==> config.mk <==
export PLATFORM = sky130hd
export DESIGN_NAME = loc_arb
export DESIGN_NICKNAME = d
export VERILOG_FILES = /design/src/rtl/loc_arb_pkg.sv /design/src/rtl/loc_arb_decode.sv /design/src/rtl/loc_arb_pick.sv /design/src/rtl/loc_arb_rdmux.sv /design/src/rtl/loc_arb.sv
export SDC_FILE = /design/constraint.sdc
export NUM_CORES = 1
export LEC_CHECK = 0
export ABC_CLOCK_PERIOD_IN_PS = 2100
export BUFFER_PORTS_ARGS = -buffer_cell sky130_fd_sc_hd__buf_2
export CAP_MARGIN = 40
export CORE_AREA = 8 8 54 56
export CTS_BUF_LIST = sky130_fd_sc_hd__clkbuf_16
export DETAILED_ROUTE_END_ITERATION = 12
export DIE_AREA = 0 0 62 64
export GPL_ROUTABILITY_DRIVEN = 0
export PLACE_DENSITY = 0.75
export SLEW_MARGIN = 20
export SYNTH_ARGS = -nofsm -noshare
export SYNTH_HDL_FRONTEND = slang
export SYNTH_SLANG_ARGS = --single-unit
==> constraint.sdc <==
create_clock -name clk_i -period 2.1 [get_ports clk_i]
set_input_delay 0.315 -clock clk_i [delete_from_list [all_inputs] [get_ports clk_i]]
set_output_delay 0.315 -clock clk_i [all_outputs]
set_load 0.02 [all_outputs]
==> src/rtl/loc_arb_pkg.sv <==
package loc_arb_pkg;
  // access register bit positions (software decodes these)
  localparam int unsigned VLD_BIT  = 7;
  localparam int unsigned ACT_BIT  = 5;
  localparam int unsigned PEND_BIT = 2;
  localparam int unsigned REQ_BIT  = 1;
endpackage

==> src/rtl/loc_arb_decode.sv <==
module loc_arb_decode #(
  parameter int unsigned NUM_LOC   = 5,
  parameter int unsigned ADDR_W    = 16,
  parameter int unsigned LOC_SHIFT = 12,
  localparam int unsigned LOC_W    = $clog2(NUM_LOC)
) (
  input  logic [ADDR_W-1:0] addr_i,
  output logic              hit_o,
  output logic [LOC_W-1:0]  loc_o
);
  localparam int unsigned FLD_W = ADDR_W - LOC_SHIFT;

  logic [FLD_W-1:0] fld;

  assign fld   = addr_i[ADDR_W-1:LOC_SHIFT];
  assign hit_o = (addr_i[LOC_SHIFT-1:0] == '0) && (32'(fld) < 32'(NUM_LOC));
  assign loc_o = fld[LOC_W-1:0];
endmodule

==> src/rtl/loc_arb_pick.sv <==
module loc_arb_pick #(
  parameter int unsigned N = 5,
  localparam int unsigned W = $clog2(N)
) (
  input  logic [N-1:0] req_i,
  output logic         any_o,
  output logic [W-1:0] idx_o,
  output logic [N-1:0] oh_o
);
  // highest index wins
  always_comb begin
    any_o = 1'b0;
    idx_o = '0;
    for (int i = 0; i < N; i++) begin
      if (req_i[i]) begin
        any_o = 1'b1;
        idx_o = W'(i);
      end
    end
  end

  for (genvar g = 0; g < N; g++) begin : g_oh
    assign oh_o[g] = any_o && (idx_o == W'(g));
  end
endmodule

==> src/rtl/loc_arb_rdmux.sv <==
module loc_arb_rdmux #(
  parameter int unsigned NUM_LOC = 5,
  parameter int unsigned DATA_W  = 8,
  localparam int unsigned LOC_W  = $clog2(NUM_LOC)
) (
  input  logic               rd_hit_i,
  input  logic [LOC_W-1:0]   rd_loc_i,
  input  logic               act_vld_i,
  input  logic [LOC_W-1:0]   act_loc_i,
  input  logic [NUM_LOC-1:0] req_i,
  output logic [DATA_W-1:0]  rdata_o
);
  import loc_arb_pkg::*;

  logic is_owner;

  assign is_owner = act_vld_i && (act_loc_i == rd_loc_i);

  always_comb begin
    rdata_o = '0;
    if (rd_hit_i) begin
      rdata_o[VLD_BIT]  = 1'b1;
      rdata_o[ACT_BIT]  = is_owner;
      rdata_o[PEND_BIT] = is_owner && (|req_i);
      rdata_o[REQ_BIT]  = req_i[rd_loc_i];
    end
  end
endmodule

==> src/rtl/loc_arb.sv <==
module loc_arb #(
  parameter int unsigned NUM_LOC   = 5,
  parameter int unsigned ADDR_W    = 16,
  parameter int unsigned DATA_W    = 8,
  parameter int unsigned LOC_SHIFT = 12,
  localparam int unsigned LOC_W    = $clog2(NUM_LOC)
) (
  input  logic              clk_i,
  input  logic              rst_ni,
  input  logic              wr_en_i,
  input  logic              rd_en_i,
  input  logic [ADDR_W-1:0] addr_i,
  input  logic [DATA_W-1:0] wdata_i,
  output logic [DATA_W-1:0] rdata_o,
  output logic              act_vld_o,
  output logic [LOC_W-1:0]  act_loc_o,
  output logic              loc_chg_o
);
  import loc_arb_pkg::*;

  logic               hit;
  logic [LOC_W-1:0]   sel_loc;
  logic               wr_hit, own_wr, rel;
  logic [NUM_LOC-1:0] req_q, req_d, set_req, req_m, gnt_oh;
  logic               gnt_any;
  logic [LOC_W-1:0]   gnt_idx;
  logic               act_vld_q, act_vld_d, chg_q, chg_d;
  logic [LOC_W-1:0]   act_loc_q, act_loc_d;

  loc_arb_decode #(
    .NUM_LOC(NUM_LOC), .ADDR_W(ADDR_W), .LOC_SHIFT(LOC_SHIFT)
  ) u_dec (
    .addr_i(addr_i), .hit_o(hit), .loc_o(sel_loc)
  );

  assign wr_hit = wr_en_i && hit;
  assign own_wr = wr_hit && act_vld_q && (act_loc_q == sel_loc);
  assign rel    = own_wr && wdata_i[ACT_BIT];

  for (genvar g = 0; g < NUM_LOC; g++) begin : g_set
    assign set_req[g] = wr_hit && !own_wr && wdata_i[REQ_BIT] && (sel_loc == LOC_W'(g));
  end

  assign req_m = req_q | set_req;

  loc_arb_pick #(.N(NUM_LOC)) u_pick (
    .req_i(req_m), .any_o(gnt_any), .idx_o(gnt_idx), .oh_o(gnt_oh)
  );

  always_comb begin
    act_vld_d = act_vld_q;
    act_loc_d = act_loc_q;
    req_d     = req_m;
    if (act_vld_q) begin
      if (rel) act_vld_d = 1'b0;
    end else if (gnt_any) begin
      act_vld_d = 1'b1;
      act_loc_d = gnt_idx;
      req_d     = req_m & ~gnt_oh;
    end
  end

  assign chg_d = (act_vld_d != act_vld_q) || (act_vld_d && (act_loc_d != act_loc_q));

  always_ff @(posedge clk_i or negedge rst_ni) begin
    if (!rst_ni) begin
      req_q     <= '0;
      act_vld_q <= 1'b0;
      act_loc_q <= '0;
      chg_q     <= 1'b0;
    end else begin
      req_q     <= req_d;
      act_vld_q <= act_vld_d;
      act_loc_q <= act_loc_d;
      chg_q     <= chg_d;
    end
  end

  loc_arb_rdmux #(.NUM_LOC(NUM_LOC), .DATA_W(DATA_W)) u_rd (
    .rd_hit_i (rd_en_i && hit),
    .rd_loc_i (sel_loc),
    .act_vld_i(act_vld_q),
    .act_loc_i(act_loc_q),
    .req_i    (req_q),
    .rdata_o  (rdata_o)
  );

  assign act_vld_o = act_vld_q;
  assign act_loc_o = act_loc_q;
  assign loc_chg_o = chg_q;
endmodule

==> metrics.cfg <==
[run_status]
status = finished, final reports clean

[placed_design]
dp_hpwl_mm = 1.90
io_buffer_count = 30
place_ws_ns = 0.139
placed_area_um2 = 1030
placedCellCount = 152

[power_and_ir_drop]
pwr-share-comb_pct = 12.8
vdd_drop_max_v = 0.000609
p_leak_nw = 0.514
sw_frac_of_total_pct = 20.8
pwr-share-clk_pct = 54.6
power_density_nw_per_um2 = 530
p_sw_w = 0.000124
p_int_w = 0.000471
pwr-share-seq_pct = 32.6

[finish]
nNetsFinal = 158
layout_common_cells = 30 x buf_2, 11 x nor2_1, 10 x dfrtp_1, 6 x inv_1, 6 x o21ai_0
layout_commonest_cell = buf_2
fin_cells = 157
fin_area_um2 = 1120
syn2layout_area_growth_pct = 25.3
diodes = 0
fill_cells = 203
drive_gt1_share_pct = 38.8

[sta]
worst_slack_ns = 0.146
finalHoldViolations = 0
max_freq_ghz = 0.512
setup_violations = 0
min_period_over_period_pct = 93.1
skew_ns = 0.00287
drv_slew = 0
rsz0062_at_grt = no
min_period_ns = 1.95
final.setup.tns_ns = 0

[worst_setup_path]
crit_start = addr_i[15]
worstPathRequired_ns = 1.78
end_kind = output pin
critical_path_class = primary input to output pin
r2r-start = act_vld_o
crit_fanout = 5
arrival_ns = 1.64
startpoint_type = primary input

[floorplanning]
num_rows = 17
ios = 41
die_area_um2 = 3970
fp.dieH_um = 64
start_util_pct = 42.5
die_x_um = 62
core_area_um2 = 2110

[yosys]
yosysWarnings = 0
synth_area_leaders = dfrtp_1 28%, xor2_2 5.4%, nor4_4 4.7%
synth_top_area_share_pct = 27.9
synth_cell_types = 35
synth_seq_cells = 10
synth_cells = 97
ys_seq_area_share_pct = 27.9
yosys.area.top_type = dfrtp_1
syn_area_per_cell_um2 = 9.24
syn_area_um2 = 896

[global_routing]
grt_use_total_pct = 12.4
overflow = 0
grt_max_degree = 14
grt_pass1_vias = 849
grt_pass1_wl_mm = 3.85
antenna_found_initial = 0

[clock_tree]
hold_buffers = 1
post_cts_resized = 0
clk_latency_ns = 0.23
clk_pin_slew_worst_paths_ns = 0.04
postCtsSetupBuffers = 0
clock_path_buffers = 2
htree_levels = 1
clock-root-buffer = clkbuf_16
cts-buffers-inserted = 3
cts.sinks = 10
tritoncts = yes

[drt]
vias_per_cell = 5.55
wirelength_mm = 2.29
post_drt_wl_per_cell_um = 14.6
ant_nets = 0
remaining_drc_errors = 0
vias = 872
drt-initial-drc-count = 42
first_pass_iters = 4

[worst_hold_path]
hp-class = primary input to flip-flop
min_from = wdata_i[5]

[flow_run]
maxCapViolations = 0

metrics by stage:
stage                     power [W]  hold slack, ns  utilization [%]
after floorplan            0.000246          0.0194                -
after CTS                  0.000603           0.393             53.3
after detailed placement   0.000271           0.181             49.1
after global placement     0.000269           0.180             49.1
after global routing       0.000624           0.393             53.3
final                      0.000595           0.396             53.3
logic make-up after synthesis:
family,synth area share (%)
xor gates and xnor gates,5.45
DFF,27.9
AOI/OAI and AO/OA,27.0
other,0.419
and+or+nand+nor,26.1
buffers and inverters,10.8
adders and majority gates,1.12
muxes,1.26
synth_stat cells, drive strengths merged:
master,instances
o31ai,1
a211oi,2
nand4,3
nor2,11
nor4b,1
o41ai,1
nand3,4
or4,2
clkbuf,1
o21bai,1
and4,1
o311a,1
nor3,3
inv,6
a22oi,1
xor2,3
buf,7
o21ai,9
conb,1
nor3b,1
o22ai,2
a31oi,4
nand2,5
and3,1
a311oi,3
a41oi,2
dfrtp,10
nor4,4
mux2,1
a21oi,3
o2bb2ai,1
maj3,1
worst max-delay path, cell delays in order:
cell and delay [ns]:
buf_2 0.10, nor4_2 0.34, and4_1 0.33, nand3_1 0.19, nor3_1 0.17, buf_2 0.19
power by group through the flow:
stage | logic (W) | clock network (W) | registers, W
finish | 0.0000764 | 0.000325 | 0.000194
global route | 0.0000835 | 0.000347 | 0.000194
CTS | 0.0000758 | 0.000334 | 0.000194
detailed placement | 0.0000744 | 0 | 0.000196
global placement | 0.0000724 | 0 | 0.000196
floorplan | 0.0000497 | 0 | 0.000196
registers in the layout (all words and copies together), names as in the netlist:
name	flops
req_q	5
act_loc_o	3
act_vld_o	1
loc_chg_o	1
final timing paths:
check                      slack (ns)           end  cells after the start
max in group asynchronous        1.44      req_q[0]                      2
min reg2reg                      0.56  act_loc_o[2]                      1
min                              0.40     loc_chg_o                      3
max reg2reg                      0.18      req_q[0]                      5
max                              0.15    rdata_o[2]                      6
min in group asynchronous        0.47  act_loc_o[2]                      2
layout make-up:
class	instances	area, um2	area share, %
clock inverters	1	3.75	0.334
clock buffers	3	75.1	6.69
multi-input cells	76	561	49.9
inverters	6	22.5	2.01
well taps	28	35.0	3.12
flip-flops and latches	10	250	22.3
repair buffers	33	175	15.6
routing by layer:
layer | GRT usage, % | part of all wire [%] | wire, um | vias up
met5 | 0 | 0 | 0 | -
met2 | 21.2 | 53 | 1220 | 23
li1 | - | - | - | 427
met4 | 1.71 | 0 | 0 | 0
met1 | 14.6 | 40 | 908 | 422
met3 | 4.40 | 7.0 | 161 | 0
No activity file was read; power rests on OpenSTA's default activity.
